<file path="config.mk">
export PLATFORM = sky130hd
export DESIGN_NAME = mlse_engine
export DESIGN_NICKNAME = d
export VERILOG_FILES = /design/src/rtl/mlse_pkg.sv /design/src/rtl/mlse_table.sv /design/src/rtl/mlse_list_mem.sv /design/src/rtl/mlse_match_cmp.sv /design/src/rtl/mlse_engine.sv
export SDC_FILE = /design/constraint.sdc
export NUM_CORES = 1
export LEC_CHECK = 0
export ABC_CLOCK_PERIOD_IN_PS = 14870
export BUFFER_PORTS_ARGS = -buffer_cell sky130_fd_sc_hd__buf_4
export CAP_MARGIN = 20
export CORE_ASPECT_RATIO = 2
export CORE_MARGIN = 3
export CORE_UTILIZATION = 45
export DETAILED_ROUTE_END_ITERATION = 16
export HOLD_SLACK_MARGIN = 0.06
export SLEW_MARGIN = 20
export SYNTH_ARGS = -nofsm -noshare
export SYNTH_HDL_FRONTEND = slang
export SYNTH_SLANG_ARGS = --single-unit
</file>
<file path="constraint.sdc">
create_clock -name clk -period 14.87 [get_ports clk]
set_input_delay 0.7435 -clock clk [delete_from_list [all_inputs] [get_ports clk]]
set_output_delay 0.7435 -clock clk [all_outputs]
set_load 0.005 [all_outputs]
</file>
<file path="src/rtl/mlse_pkg.sv">
package mlse_pkg;
  typedef enum logic [1:0] {
    ST_IDLE = 2'd0,
    ST_WALK = 2'd1,
    ST_RESP = 2'd2
  } mlse_state_e;

  // match-bit field layout (bitwise compare; layout is informative)
  localparam int MB_TAG_LSB   = 0;
  localparam int MB_RANK_LSB  = 4;
  localparam int MB_COMM_LSB  = 10;
  localparam int MB_PROTO_LSB = 14;
endpackage

</file>
<file path="src/rtl/mlse_table.sv">
module mlse_table #(
  parameter int SLOT_W = 4,
  parameter int PTR_W  = 4
) (
  input  logic              clk,
  input  logic              rst_n,
  input  logic              wr_en,
  input  logic [SLOT_W-1:0] wr_addr,
  input  logic [PTR_W-1:0]  wr_head,
  input  logic [SLOT_W-1:0] rd_addr,
  output logic [PTR_W-1:0]  rd_head
);
  localparam int SLOTS = 1 << SLOT_W;

  logic [PTR_W-1:0] heads [SLOTS];

  always_ff @(posedge clk) begin
    if (!rst_n) begin
      for (int i = 0; i < SLOTS; i++) heads[i] <= '0;
    end else if (wr_en) begin
      heads[wr_addr] <= wr_head;
    end
  end

  assign rd_head = heads[rd_addr];
endmodule

</file>
<file path="src/rtl/mlse_list_mem.sv">
module mlse_list_mem #(
  parameter int PTR_W  = 4,
  parameter int MB_W   = 16,
  parameter int ADDR_W = 16,
  parameter int LEN_W  = 12
) (
  input  logic              clk,
  input  logic              wr_en,
  input  logic [PTR_W-1:0]  wr_addr,
  input  logic [MB_W-1:0]   wr_bits,
  input  logic [MB_W-1:0]   wr_ignore,
  input  logic [ADDR_W-1:0] wr_base,
  input  logic [LEN_W-1:0]  wr_size,
  input  logic              wr_evt,
  input  logic [PTR_W-1:0]  wr_next,
  input  logic [PTR_W-1:0]  rd_addr,
  output logic [MB_W-1:0]   rd_bits,
  output logic [MB_W-1:0]   rd_ignore,
  output logic [ADDR_W-1:0] rd_base,
  output logic [LEN_W-1:0]  rd_size,
  output logic              rd_evt,
  output logic [PTR_W-1:0]  rd_next
);
  localparam int DEPTH = 1 << PTR_W;
  localparam int ROW_W = 2*MB_W + ADDR_W + LEN_W + 1 + PTR_W;

  logic [ROW_W-1:0] rows [DEPTH];

  always_ff @(posedge clk) begin
    if (wr_en) rows[wr_addr] <= {wr_bits, wr_ignore, wr_base, wr_size, wr_evt, wr_next};
  end

  assign {rd_bits, rd_ignore, rd_base, rd_size, rd_evt, rd_next} = rows[rd_addr];
endmodule

</file>
<file path="src/rtl/mlse_match_cmp.sv">
module mlse_match_cmp #(
  parameter int MB_W = 16
) (
  input  logic [MB_W-1:0] want,
  input  logic [MB_W-1:0] have,
  input  logic [MB_W-1:0] ignore,
  output logic            agree
);
  logic [MB_W-1:0] bit_ok;

  for (genvar b = 0; b < MB_W; b++) begin : g_bit
    assign bit_ok[b] = ignore[b] | ~(want[b] ^ have[b]);
  end

  assign agree = &bit_ok;
endmodule

</file>
<file path="src/rtl/mlse_engine.sv">
module mlse_engine
  import mlse_pkg::*;
#(
  parameter int PROC_W   = 2,
  parameter int IDX_W    = 2,
  parameter int PTR_W    = 4,
  parameter int MB_W     = 16,
  parameter int ADDR_W   = 16,
  parameter int LEN_W    = 12,
  parameter int MAX_WALK = 8
) (
  input  logic                    clk,
  input  logic                    rst_n,
  input  logic                    tbl_wr_en,
  input  logic [PROC_W+IDX_W-1:0] tbl_wr_addr,
  input  logic [PTR_W-1:0]        tbl_wr_head,
  input  logic                    ent_wr_en,
  input  logic [PTR_W-1:0]        ent_wr_addr,
  input  logic [MB_W-1:0]         ent_wr_bits,
  input  logic [MB_W-1:0]         ent_wr_ignore,
  input  logic [ADDR_W-1:0]       ent_wr_base,
  input  logic [LEN_W-1:0]        ent_wr_size,
  input  logic                    ent_wr_evt,
  input  logic [PTR_W-1:0]        ent_wr_next,
  input  logic                    req_valid,
  output logic                    req_ready,
  input  logic [PROC_W-1:0]       req_proc,
  input  logic [IDX_W-1:0]        req_idx,
  input  logic [MB_W-1:0]         req_bits,
  input  logic [LEN_W-1:0]        req_len,
  input  logic                    req_want_ack,
  output logic                    res_valid,
  input  logic                    res_ready,
  output logic                    res_hit,
  output logic                    res_unexp,
  output logic                    res_len_err,
  output logic                    res_walk_err,
  output logic                    res_evt,
  output logic                    res_ack,
  output logic [PTR_W-1:0]        res_entry,
  output logic [ADDR_W-1:0]       res_base,
  output logic [LEN_W-1:0]        res_len
);
  localparam int SLOT_W = PROC_W + IDX_W;
  localparam int STEP_W = $clog2(MAX_WALK + 1);
  localparam logic [STEP_W-1:0] STEP_LIM = STEP_W'(MAX_WALK);

  mlse_state_e       state;
  logic [MB_W-1:0]   r_bits;
  logic [LEN_W-1:0]  r_len;
  logic              r_ack;
  logic [PTR_W-1:0]  cur_ptr;
  logic [STEP_W-1:0] steps;

  logic [PTR_W-1:0]  head;
  logic [MB_W-1:0]   e_bits, e_ignore;
  logic [ADDR_W-1:0] e_base;
  logic [LEN_W-1:0]  e_size;
  logic              e_evt;
  logic [PTR_W-1:0]  e_next;
  logic              agree;

  mlse_table #(.SLOT_W(SLOT_W), .PTR_W(PTR_W)) u_table (
    .clk     (clk),
    .rst_n   (rst_n),
    .wr_en   (tbl_wr_en),
    .wr_addr (tbl_wr_addr),
    .wr_head (tbl_wr_head),
    .rd_addr ({req_proc, req_idx}),
    .rd_head (head)
  );

  mlse_list_mem #(.PTR_W(PTR_W), .MB_W(MB_W), .ADDR_W(ADDR_W), .LEN_W(LEN_W)) u_list (
    .clk       (clk),
    .wr_en     (ent_wr_en),
    .wr_addr   (ent_wr_addr),
    .wr_bits   (ent_wr_bits),
    .wr_ignore (ent_wr_ignore),
    .wr_base   (ent_wr_base),
    .wr_size   (ent_wr_size),
    .wr_evt    (ent_wr_evt),
    .wr_next   (ent_wr_next),
    .rd_addr   (cur_ptr),
    .rd_bits   (e_bits),
    .rd_ignore (e_ignore),
    .rd_base   (e_base),
    .rd_size   (e_size),
    .rd_evt    (e_evt),
    .rd_next   (e_next)
  );

  mlse_match_cmp #(.MB_W(MB_W)) u_cmp (
    .want   (r_bits),
    .have   (e_bits),
    .ignore (e_ignore),
    .agree  (agree)
  );

  assign req_ready = (state == ST_IDLE);
  assign res_valid = (state == ST_RESP);

  always_ff @(posedge clk) begin
    if (!rst_n) begin
      state        <= ST_IDLE;
      r_bits       <= '0;
      r_len        <= '0;
      r_ack        <= 1'b0;
      cur_ptr      <= '0;
      steps        <= '0;
      res_hit      <= 1'b0;
      res_unexp    <= 1'b0;
      res_len_err  <= 1'b0;
      res_walk_err <= 1'b0;
      res_evt      <= 1'b0;
      res_ack      <= 1'b0;
      res_entry    <= '0;
      res_base     <= '0;
      res_len      <= '0;
    end else begin
      case (state)
        ST_IDLE: begin
          if (req_valid) begin
            r_bits       <= req_bits;
            r_len        <= req_len;
            r_ack        <= req_want_ack;
            res_len      <= req_len;
            res_hit      <= 1'b0;
            res_len_err  <= 1'b0;
            res_walk_err <= 1'b0;
            res_evt      <= 1'b0;
            res_ack      <= 1'b0;
            res_entry    <= '0;
            res_base     <= '0;
            if (head == '0) begin
              res_unexp <= 1'b1;
              state     <= ST_RESP;
            end else begin
              res_unexp <= 1'b0;
              cur_ptr   <= head;
              steps     <= STEP_W'(1);
              state     <= ST_WALK;
            end
          end
        end
        ST_WALK: begin
          if (agree) begin
            res_entry <= cur_ptr;
            res_base  <= e_base;
            if (r_len > e_size) begin
              res_len_err <= 1'b1;
            end else begin
              res_hit <= 1'b1;
              res_evt <= e_evt;
              res_ack <= r_ack;
            end
            state <= ST_RESP;
          end else if (e_next == '0) begin
            res_unexp <= 1'b1;
            state     <= ST_RESP;
          end else if (steps == STEP_LIM) begin
            res_unexp    <= 1'b1;
            res_walk_err <= 1'b1;
            state        <= ST_RESP;
          end else begin
            cur_ptr <= e_next;
            steps   <= steps + STEP_W'(1);
          end
        end
        ST_RESP: begin
          if (res_ready) state <= ST_IDLE;
        end
        default: state <= ST_IDLE;
      endcase
    end
  end
endmodule

</file>
==> flow_metrics.py <==
metrics = {
    "status": {
        "status": "finished, final reports clean",
    },
    "place": {
        "dp_cells": 3682,
        "numPortBuffers": 155,
        "hpwl_mm": 68.4,
        "gp_congestion": 0.815,
    },
    "routing": {
        "dr.first_iter.drc_count": 2203,
        "drt_drc_violations_left": 0,
        "vias_per_cell": 5.85,
        "wirelength_mm": 116,
        "routedWlPerCell_um": 30.0,
        "vias": 22687,
        "drt_first_pass_iters": 5,
        "postRouteAntennaNets": 0,
    },
    "clock_network": {
        "ctsHoldBuffers": 0,
        "clk_latency_ps": 700,
        "cts_buffers": 101,
        "ctsResizeCount": 0,
        "cts_post_setup_buffers_inserted": 0,
        "cts_sinks": 1173,
        "cts_root_buffer": "clkbuf_16",
        "clock_path_buffers": 3,
        "cts_tree": "built",
        "htreeDepth": 3,
        "clkSlewWorstSetupHoldPaths_ps": 70,
    },
    "grt": {
        "grt_pass1_vias": 24194,
        "antenna_found_initial": 6,
        "grt_pass1_wl_mm": 168,
        "grt.total_usage_pct": 22.0,
        "grt.overflow.total": 0,
        "grt_max_degree": 124,
    },
    "timing": {
        "hold_viol": 0,
        "setup_tns_ps": 0,
        "relSlewSlack_pct": 25.1,
        "min_period_over_period_pct": 39.1,
        "drv_slew": 0,
        "worst_pin_slew_ps": 1120,
        "skew_ps": 31.2,
        "rsz0062_at_grt": "no",
        "fmax_ghz": 0.172,
        "fin_crit_ps": 5810,
        "final-setup-viol-count": 0,
    },
    "yosys": {
        "netlist_top_cells_area": "edfxtp_1 (72%), mux4_2 (14%), dfxtp_1 (3.0%)",
        "syn-cell-area_um2": 46200,
        "synth_enable_flop_cells": 1104,
        "synth_ff_type": "edfxtp_1",
        "synth.avg_cell_area_um2": 20.3,
        "syn_inst": 2274,
        "ys_types": 76,
        "yosysTopAreaCell": "edfxtp_1",
        "synth_fp_nets": 2404,
        "ys_ff_latch": 1173,
        "synthArstFlopShare_pct": 0,
        "synth_seq_area_share_pct": 74.7,
        "yosys_warnings": 0,
        "yosysTopAreaCellShare_pct": 71.7,
    },
    "die": {
        "die_x_um": 233,
        "io_pins": 156,
        "die_area_um2": 107000,
        "fp.dieH_um": 459,
        "initial_core_util_pct": 45.5,
        "core_um2": 102000,
        "placementRows": 165,
    },
    "layout": {
        "final_cell_count_no_fill": 3875,
        "area_delta_synth_final_pct": 13.2,
        "nets": 2579,
        "drive_gt1_share_pct": 27.2,
    },
    "critical_path": {
        "worstPathArrival_ps": 6410,
        "worst_ep_required_time_ps": 15470,
        "reg2reg_depth": 10,
        "regToRegEndpoint": "res_base[11]",
        "cp-start-kind": "flop",
        "cp-end-kind": "flop",
        "worstSetupPathType": "reg2reg",
        "crit_fanout": 47,
        "ff2ff_setup_slack_ps": 9060,
    },
    "hold_path": {
        "whs_endpoint": "r_len[5]",
        "hold_path.class": "in2reg",
        "hp-start": "req_len[5]",
        "holdPathStages": 3,
    },
    "power_and_ir_drop": {
        "power_density_nw_per_um2": 149,
        "peakVddDrop_mv": 0.0893,
        "p_leak_nw": 16.5,
    },
    "job": {
        "cap_violations": 0,
    },
}
registers in the layout, summed over array words and instances, names as in the netlist, named ones only:
name,count
res_hit,1
res_unexp,1
res_entry,4
state,2
res_walk_err,1
r_len,12
res_base,16
cur_ptr,4
u_table.heads,64
steps,4
r_ack,1
res_len_err,1
res_evt,1
u_list.rows,1040
r_bits,16
res_ack,1
power by group:
group / internal [mW] / total [mW] / switching [mW]
Combinational: 0.573 / 1.25 / 0.680
Clock: 1.57 / 2.76 / 1.19
Sequential: 3.70 / 3.77 / 0.0776
cells by family (layout without fill, tap and decap cells):
| family | Yosys count | after routing | share of synthesized area [%] |
|---|---|---|---|
| AND/OR/NAND/NOR | 396 | 396 | 4.50 |
| AO/OA/AOI/OAI | 133 | 133 | 2.02 |
| adder cells (fa/ha/maj) | 14 | 14 | 0.379 |
| multiplexers | 376 | 376 | 16.1 |
| other | 0 | 6 | 0 |
| buffers and inverters | 152 | 411 | 1.70 |
| flip-flops | 1173 | 1173 | 74.7 |
| XOR/XNOR | 30 | 30 | 0.568 |
through the flow:
stage               cell area, µm²  hold slack [ps]  util (%)  total power [mW]  setup WS, ps
floorplan                    46200              436         -              4.71          8630
finish                       52300              294      51.5              7.78          9060
global route                 52300              269      51.5              8.06          8590
detailed placement           48900              451      48.1              5.13          8990
CTS                          52300              225      51.5              7.87          8950
global placement             48800              444      48.1              5.11          9080
worst max-delay path, cell delays in order (launching register included):
cell     delay [ps]
dfxtp_4         960
buf_4           720
buf_4           650
mux4_2          590
mux2i_1         190
xnor2_1         100
nand3_1         180
o21ai_1          90
or4_1           770
a21oi_4         970
mux2i_1         310
Yosys cell counts, types with 5 or more instances:
cell type / n
xor2_1: 8
o32ai_1: 5
nand2_1: 107
buf_2: 36
clkbuf_1: 52
a211o_1: 5
xnor2_1: 22
ha_1: 14
mux4_2: 294
inv_1: 27
nand4_1: 7
buf_1: 10
nor4b_1: 13
dfxtp_1: 69
nor3_1: 26
mux2i_1: 70
a211oi_1: 5
buf_4: 8
nand2b_1: 19
or3_1: 7
mux2_2: 12
edfxtp_1: 1104
o21ai_0: 17
and2_1: 71
a21oi_1: 39
buf_6: 14
nor4_1: 10
nand3_1: 31
nand3b_1: 8
nor2b_1: 12
a31oi_1: 9
nor2_1: 65
final cells by class:
cell class                 count  area [µm²]
fill                        8114       49300
sequential                  1173       34500
multi-input combinational    949       11000
clock buffer                 122        2680
tap                         1336        1670
timing repair buffer         195        1500
clock inverter                65         752
inverter                      29         109
antenna                        6        15.0
layout by cell type, fill, tap and decap left out, types with 5 or more instances in the layout:
master	instances
nand4_1	7
a211o_1	5
and2_1	70
nand2_1	106
or3_1	7
edfxtp_1	1104
nor2_1	53
clkinv_2	17
diode_2	6
clkinv_1	22
a21oi_1	39
buf_4	192
mux2i_1	70
ha_1	14
a31oi_1	9
nor4_1	10
bufinv_16	16
nand2b_1	19
clkbuf_1	17
xor2_1	8
clkbuf_16	104
o21ai_0	16
inv_1	26
nand3b_1	8
xnor2_1	22
nand3_1	31
nor2_4	12
mux4_2	294
nor4b_1	12
nor3_1	22
o32ai_1	5
dfxtp_1	66
mux2_2	12
nor2b_1	12
how the worst max path moves through the flow:
stage          slack, ps           endpoint
2_1_floorplan       8630  u_list.rows[0][0]
3_3_place_gp        9080       res_entry[1]
3_5_place_dp        8990       res_base[11]
4_1_cts             8950       res_base[11]
5_1_grt             8590       res_base[11]
6_report            9060       res_base[11]
per-layer routing:
layer  track usage [%]  vias to the layer above  routed length [µm]
met5                 0                        -                   9
li1                  -                     9632                   -
met1              27.4                    12138               44500
met3              3.14                      165                5660
met4              8.73                        2                4270
met2              38.7                      750               61900
Note: power is estimated with default switching activity, not from simulation.
